**config.mk**
```make
export PLATFORM = sky130hd
export DESIGN_NAME = scan_queue_sequencer
export DESIGN_NICKNAME = d
export VERILOG_FILES = /design/src/rtl/scan_pkg.sv /design/src/rtl/qclk_divider.sv /design/src/rtl/interval_timer.sv /design/src/rtl/scan_queue_fsm.sv /design/src/rtl/scan_queue_sequencer.sv
export SDC_FILE = /design/constraint.sdc
export NUM_CORES = 1
export LEC_CHECK = 0
export ABC_AREA = 1
export ABC_CLOCK_PERIOD_IN_PS = 3300
export BUFFER_PORTS_ARGS = -buffer_cell sky130_fd_sc_hd__buf_2
export CAP_MARGIN = 15
export CELL_PAD_IN_SITES_DETAIL_PLACEMENT = 1
export CELL_PAD_IN_SITES_GLOBAL_PLACEMENT = 1
export CORE_UTILIZATION = 40
export DETAILED_ROUTE_END_ITERATION = 16
export HOLD_SLACK_MARGIN = 0.03
export PLACE_DENSITY = 0.75
export SLEW_MARGIN = 25
export SYNTH_ARGS = -nofsm -noshare
export SYNTH_HDL_FRONTEND = slang
export SYNTH_SLANG_ARGS = --single-unit
```
**constraint.sdc**
```tcl
create_clock -name clk -period 3.3 [get_ports clk]
set_clock_uncertainty 0.1 [all_clocks]
set_input_delay 0.495 -clock clk [delete_from_list [all_inputs] [get_ports clk]]
set_output_delay 0.495 -clock clk [all_outputs]
set_load 0.01 [all_outputs]
```
**src/rtl/scan_pkg.sv**
```systemverilog
package scan_pkg;

    localparam int CHAN_W      = 6;
    localparam logic [CHAN_W-1:0] END_CODE = '1;
    localparam int INT_STAGES  = 17;
    localparam int INT_MIN_LOG = 7;
    localparam int INT_SEL_MAX = 10;

    typedef struct packed {
        logic              pause;
        logic [CHAN_W-1:0] chan;
    } cmd_t;

    typedef enum logic [1:0] {
        SCAN_OFF   = 2'b00,
        SCAN_GATED = 2'b01,
        SCAN_TIMED = 2'b10
    } scan_mode_e;

    typedef enum logic [1:0] {
        ST_IDLE,
        ST_ISSUE,
        ST_WAIT,
        ST_HOLD
    } seq_state_e;

    typedef struct packed {
        logic incomplete;
        logic overrun;
        logic complete;
    } flags_t;

    // Terminal count of the interval counter for a given selector.
    function automatic logic [INT_STAGES-1:0] interval_last(input logic [3:0] sel);
        int s;
        s = (int'(sel) > INT_SEL_MAX) ? INT_SEL_MAX : int'(sel);
        return INT_STAGES'((1 << (INT_MIN_LOG + s)) - 1);
    endfunction

endpackage

```
**src/rtl/qclk_divider.sv**
```systemverilog
module qclk_divider #(
    parameter int PRE_W = 4
) (
    input  logic             clk,
    input  logic             rst,
    input  logic [PRE_W-1:0] prescale,
    output logic             tick
);
    logic [PRE_W-1:0] pcnt;

    assign tick = (pcnt >= prescale);

    always_ff @(posedge clk) begin
        if (rst || tick) pcnt <= '0;
        else             pcnt <= pcnt + 1'b1;
    end
endmodule

```
**src/rtl/interval_timer.sv**
```systemverilog
module interval_timer import scan_pkg::*; (
    input  logic       clk,
    input  logic       rst,
    input  logic       run,
    input  logic       tick,
    input  logic [3:0] sel,
    output logic       trig
);
    logic [INT_STAGES-1:0] cnt;
    logic [INT_STAGES-1:0] last;

    assign last = interval_last(sel);
    assign trig = run && tick && (cnt == last);

    always_ff @(posedge clk) begin
        if (rst || !run)  cnt <= '0;
        else if (trig)    cnt <= '0;
        else if (tick)    cnt <= cnt + 1'b1;
    end
endmodule

```
**src/rtl/scan_queue_fsm.sv**
```systemverilog
module scan_queue_fsm import scan_pkg::*; #(
    parameter  int DEPTH = 8,
    localparam int AW    = $clog2(DEPTH)
) (
    input  logic          clk,
    input  logic          rst,
    input  scan_mode_e    mode,
    input  logic          gate,
    input  logic          trig,
    input  logic          conv_done,
    input  cmd_t          cmd,
    output logic [AW-1:0] ptr,
    output logic [AW-1:0] last_ptr,
    output logic          conv_start,
    output flags_t        set_flags
);
    seq_state_e state;
    logic gated, timed, is_end, at_last, finishing;

    assign gated     = (mode == SCAN_GATED);
    assign timed     = (mode == SCAN_TIMED);
    assign is_end    = (cmd.chan == END_CODE);
    assign at_last   = (ptr == AW'(DEPTH - 1));
    assign finishing = (state == ST_WAIT) && conv_done;

    assign conv_start = (state == ST_ISSUE) && !is_end;

    always_comb begin
        set_flags            = '0;
        set_flags.complete   = (gated || timed) &&
                               (((state == ST_ISSUE) && is_end) || (finishing && at_last));
        set_flags.incomplete = gated && finishing && !at_last && !gate;
        set_flags.overrun    = trig && ((state == ST_ISSUE) || (state == ST_WAIT));
    end

    always_ff @(posedge clk) begin
        if (rst) begin
            state    <= ST_IDLE;
            ptr      <= '0;
            last_ptr <= '0;
        end else if (!(gated || timed)) begin
            state <= ST_IDLE;
            ptr   <= '0;
        end else begin
            unique case (state)
                ST_IDLE: if ((gated && gate) || (timed && trig)) begin
                    ptr   <= '0;
                    state <= ST_ISSUE;
                end
                ST_ISSUE: state <= is_end ? ST_IDLE : ST_WAIT;
                ST_WAIT: if (conv_done) begin
                    last_ptr <= ptr;
                    if (at_last)                  state <= ST_IDLE;
                    else if (timed && cmd.pause)  state <= ST_HOLD;
                    else if (gated && !gate)      state <= ST_IDLE;
                    else begin
                        ptr   <= ptr + 1'b1;
                        state <= ST_ISSUE;
                    end
                end
                ST_HOLD: if (!timed) begin
                    state <= ST_IDLE;
                end else if (trig) begin
                    ptr   <= ptr + 1'b1;
                    state <= ST_ISSUE;
                end
                default: state <= ST_IDLE;
            endcase
        end
    end
endmodule

```
**src/rtl/scan_queue_sequencer.sv**
```systemverilog
module scan_queue_sequencer import scan_pkg::*; #(
    parameter  int DEPTH = 8,
    parameter  int PRE_W = 4,
    localparam int AW    = $clog2(DEPTH)
) (
    input  logic              clk,
    input  logic              rst,
    input  logic [1:0]        mode_sel,
    input  logic              gate,
    input  logic [3:0]        interval_sel,
    input  logic [PRE_W-1:0]  prescale,
    input  logic              tbl_we,
    input  logic [AW-1:0]     tbl_addr,
    input  logic              tbl_pause,
    input  logic [CHAN_W-1:0] tbl_chan,
    input  logic              irq_en,
    input  logic [2:0]        clr_flags,
    input  logic              conv_done,
    output logic              conv_start,
    output logic [CHAN_W-1:0] conv_chan,
    output logic              flag_incomplete,
    output logic              flag_overrun,
    output logic              flag_complete,
    output logic [AW-1:0]     last_ptr,
    output logic              irq
);
    scan_mode_e mode;
    logic       tick, trig;
    logic [AW-1:0] ptr;
    cmd_t       table_q [DEPTH];
    cmd_t       cur_cmd;
    flags_t     set_flags, flags_q, clr_vec;

    assign mode    = scan_mode_e'(mode_sel);
    assign cur_cmd = table_q[ptr];
    assign clr_vec = flags_t'(clr_flags);

    qclk_divider #(.PRE_W(PRE_W)) u_div (
        .clk(clk), .rst(rst), .prescale(prescale), .tick(tick)
    );

    interval_timer u_timer (
        .clk(clk), .rst(rst), .run(mode == SCAN_TIMED),
        .tick(tick), .sel(interval_sel), .trig(trig)
    );

    scan_queue_fsm #(.DEPTH(DEPTH)) u_fsm (
        .clk(clk), .rst(rst), .mode(mode), .gate(gate), .trig(trig),
        .conv_done(conv_done), .cmd(cur_cmd), .ptr(ptr),
        .last_ptr(last_ptr), .conv_start(conv_start), .set_flags(set_flags)
    );

    always_ff @(posedge clk) begin
        if (rst) begin
            for (int i = 0; i < DEPTH; i++) table_q[i] <= '{pause: 1'b0, chan: END_CODE};
        end else if (tbl_we) begin
            table_q[tbl_addr] <= '{pause: tbl_pause, chan: tbl_chan};
        end
    end

    // Set has priority over a simultaneous clear.
    always_ff @(posedge clk) begin
        if (rst) flags_q <= '0;
        else     flags_q <= set_flags | (flags_q & ~clr_vec);
    end

    assign conv_chan       = cur_cmd.chan;
    assign flag_incomplete = flags_q.incomplete;
    assign flag_overrun    = flags_q.overrun;
    assign flag_complete   = flags_q.complete;
    assign irq             = flags_q.complete & irq_en;
endmodule

```
==> impl_metrics.csv <==
group,metric,value,unit
outcome,outcome,"completed",
worst_setup_path,critPathKind,"reg2out",
yosys,synth_seq_area_share,47.6,%
floorplanning,row_count,40,
yosys,syn_avg_cell_area,8.12,um^2
timing,fin_crit_sh,90.2,%
yosys,netlist_area,5000,um^2
yosys,synth_xor_area_share,4.05,%
grt,grt_pass1_vias,4426,
route,remaining_drc_errors,0,
floorplanning,core,12100,um^2
floorplanning,die_height,114,um
route,vias,4205,
worst_setup_path,arrival,2380,ps
placement,dp_hpwl,9.77,mm
clocking,ctsLongestPathBuffers,2,
yosys,yosys.area_share.simple,29.0,%
clocking,root_buffer,"clkbuf_16",
floorplanning,start_util,41.3,%
clocking,cts_setup_buffers,0,
worst_setup_path,crit_path_end_kind,"output port",
route,highest_layer,"met4",
timing,hold_violations,0,
clocking,cts_made_buffers,9,
worst_setup_path,cp_max_fo,28,
yosys,synth_top_family_by_area,"simple AND/OR/NAND/NOR gates",
grt,grt_usage,22.1,%
clocking,clk_latency,340,ps
timing,tns,0,ps
yosys,synth_edf_count,56,
clocking,cts_sinks,91,
timing,fmax,336,MHz
yosys,ys_ff_latch,91,
timing,maxSlewHeadroom,64.7,%
run,maxCapViolCount,0,
power_and_ir_drop,peakVddDrop,235,uV
power_and_ir_drop,p_leak,2.43,nW
grt,antenna_found_initial,0,
floorplanning,dieWidth,114,um
power_and_ir_drop,power.density,479,nW/um^2
power_and_ir_drop,power,0.00275,W
yosys,synthFlopType,"edfxtp_1",
placement,gp_congestion,0.838,
yosys,synth_cell_type_count,40,
yosys,synthAdderAreaFrac,4.50,%
clocking,cts_hold_buf,0,
finish,drive_gt1_share,13.1,%
grt,grt_overflow_total,0,
route,wl,13.3,mm
yosys,synth_area_leader_cell,"edfxtp_1",
timing,fin_crit,2980,ps
floorplanning,pin_count,43,
yosys,synth_top_cells_by_area,"edfxtp_1, dfxtp_1, nand2_1, nor2_1, inv_1",
yosys,synthCells,616,
clocking,ctsResizeCount,0,
clocking,cts.htree.levels,3,
finish,nNetsFinal,713,
route,wl_per_cell,15.8,um
timing,worst_pin_slew,528,ps
yosys,muxShareOfSynthArea,0.600,%
timing,finalMaxSlewViolations,0,
floorplanning,die_area,13000,um^2
clocking,cts_tree,"built",
clocking,clk_pin_slew_worst_paths,60,ps
route,wl_met2,6.78,mm
timing,timing.final.ws_setup,322,ps
timing,setup_violations,0,
placement,dp_slack,164,ps
finish,diodes,0,
route,viasPerCell,5.01,
route,firstDrtPassIters,4,
yosys,async_flop_share,0,%
finish,fin_util,47.5,%
worst_hold_path,hp-class,"in2reg",
route,met3_length,333,um
placement,port_buffers,42,
timing,rsz0062_at_grt,"false",
timing,whs,284,ps
yosys,synth_compound_area_share,6.68,%
finish,area.growth.synth_to_final,14.9,%
worst_setup_path,startpoint_type,"register",
worst_setup_path,critPathRequiredTime,2700,ps
route,antenna_left,0,
yosys,ys_warn_count,0,
route,drtIter0Drc,172,
route,wl_met1,5.96,mm
grt,grt_pass1_wl,21.8,mm
grt,grt_max_degree,29,
yosys,synth_top_area_share,33.6,%
==> where the power goes <==
part	total [W]	switching (W)	internal, W
logic	0.000360	0.000241	0.000119
clock network	0.00110	0.000439	0.000657
registers	0.00130	0.0000337	0.00126
==> path summary, 6_finish.rpt <==
path / from / to / slack, ps / cells after the start
worst max-delay path: register / conv_start / 320 / 11
worst min-delay path: rst / flag_incomplete / 280 / 2
worst max register to register: u_div.pcnt[0] / u_timer.cnt[15] / 600 / 12
worst min register to register: flag_incomplete / flag_incomplete / 370 / 2
==> synthesized netlist by cell type, types with 3 or more instances <==
library cell	instances
mux2i_1	3
o21ai_0	23
clkbuf_1	12
nor2_1	115
nand2_1	148
nand3_2	3
nand2_2	5
nand4_1	13
edfxtp_1	56
xor2_1	16
nand2_4	4
ha_1	18
nand3_1	26
dfxtp_1	35
a21oi_1	15
o32ai_1	10
nor3_1	5
inv_1	78
==> per-layer routing <==
metal | global-route usage, % | vias to the layer above
li1 | - | 2092
met1 | 26.6 | 2026
met2 | 40.3 | 72
met3 | 3.03 | 15
met4 | 8.14 | 0
met5 | 0 | -
==> area by class of cell <==
cell class	count	area [um^2]
clock buffers	10	229
fillers	1491	6360
flip-flops and latches	91	2380
inverters	83	317
repair buffers	51	278
multi-input cells	430	2250
clock inverters	6	80.1
well taps	168	210
==> stage by stage <==
| stage | instances | area (um^2) |
|---|---|---|
| final | 839 | 5750 |
| after global routing | 839 | 5750 |
| after CTS | 839 | 5750 |
| after detailed placement | 823 | 5440 |
| after global placement | 823 | 5440 |
| after floorplan | 617 | 5010 |
==> logic make-up after synthesis <==
group,Yosys count
simple gates,331
buf+inv,96
flops,91
compound gates,56
xor+xnor,20
fa+ha+maj,18
mux,3
other cells,1
==> sequential cells by signal, summed over array words and instances, names as in the netlist, named ones only <==
| register | count |
|---|---|
| u_div.pcnt | 4 |
| table_q | 56 |
| u_fsm.ptr | 3 |
| flag_complete | 1 |
| flag_overrun | 1 |
| u_fsm.last_ptr | 3 |
| flag_incomplete | 1 |
| u_timer.cnt | 17 |
| u_fsm.state | 2 |
==> worst max-delay path, cell delays in order, from the launching register on <==
cell and delay [ps]:
dfxtp_1 340, buf_4 320, nor2_1 100, o32ai_1 430, nand2_1 120, nand2_1 110, nand2_1 60, nor2_1 120
nand3_1 140, nand2_1 130, inv_1 40, buf_2 130
==> placed cells by master, fill, tap and decap left out, types with 4 or more instances in the layout <==
cell type | Yosys | routed
nand2_1 | 148 | 148
nor2_1 | 115 | 115
inv_1 | 78 | 78
edfxtp_1 | 56 | 56
buf_2 | 0 | 42
dfxtp_1 | 35 | 34
nand3_1 | 26 | 26
o21ai_0 | 23 | 23
ha_1 | 18 | 18
xor2_1 | 16 | 16
a21oi_1 | 15 | 15
nand4_1 | 13 | 13
o32ai_1 | 10 | 10
clkbuf_16 | 0 | 9
buf_4 | 0 | 9
nand2_2 | 5 | 5
nor3_1 | 5 | 5
nand2_4 | 4 | 4
Power figures use the tool's default switching activity.
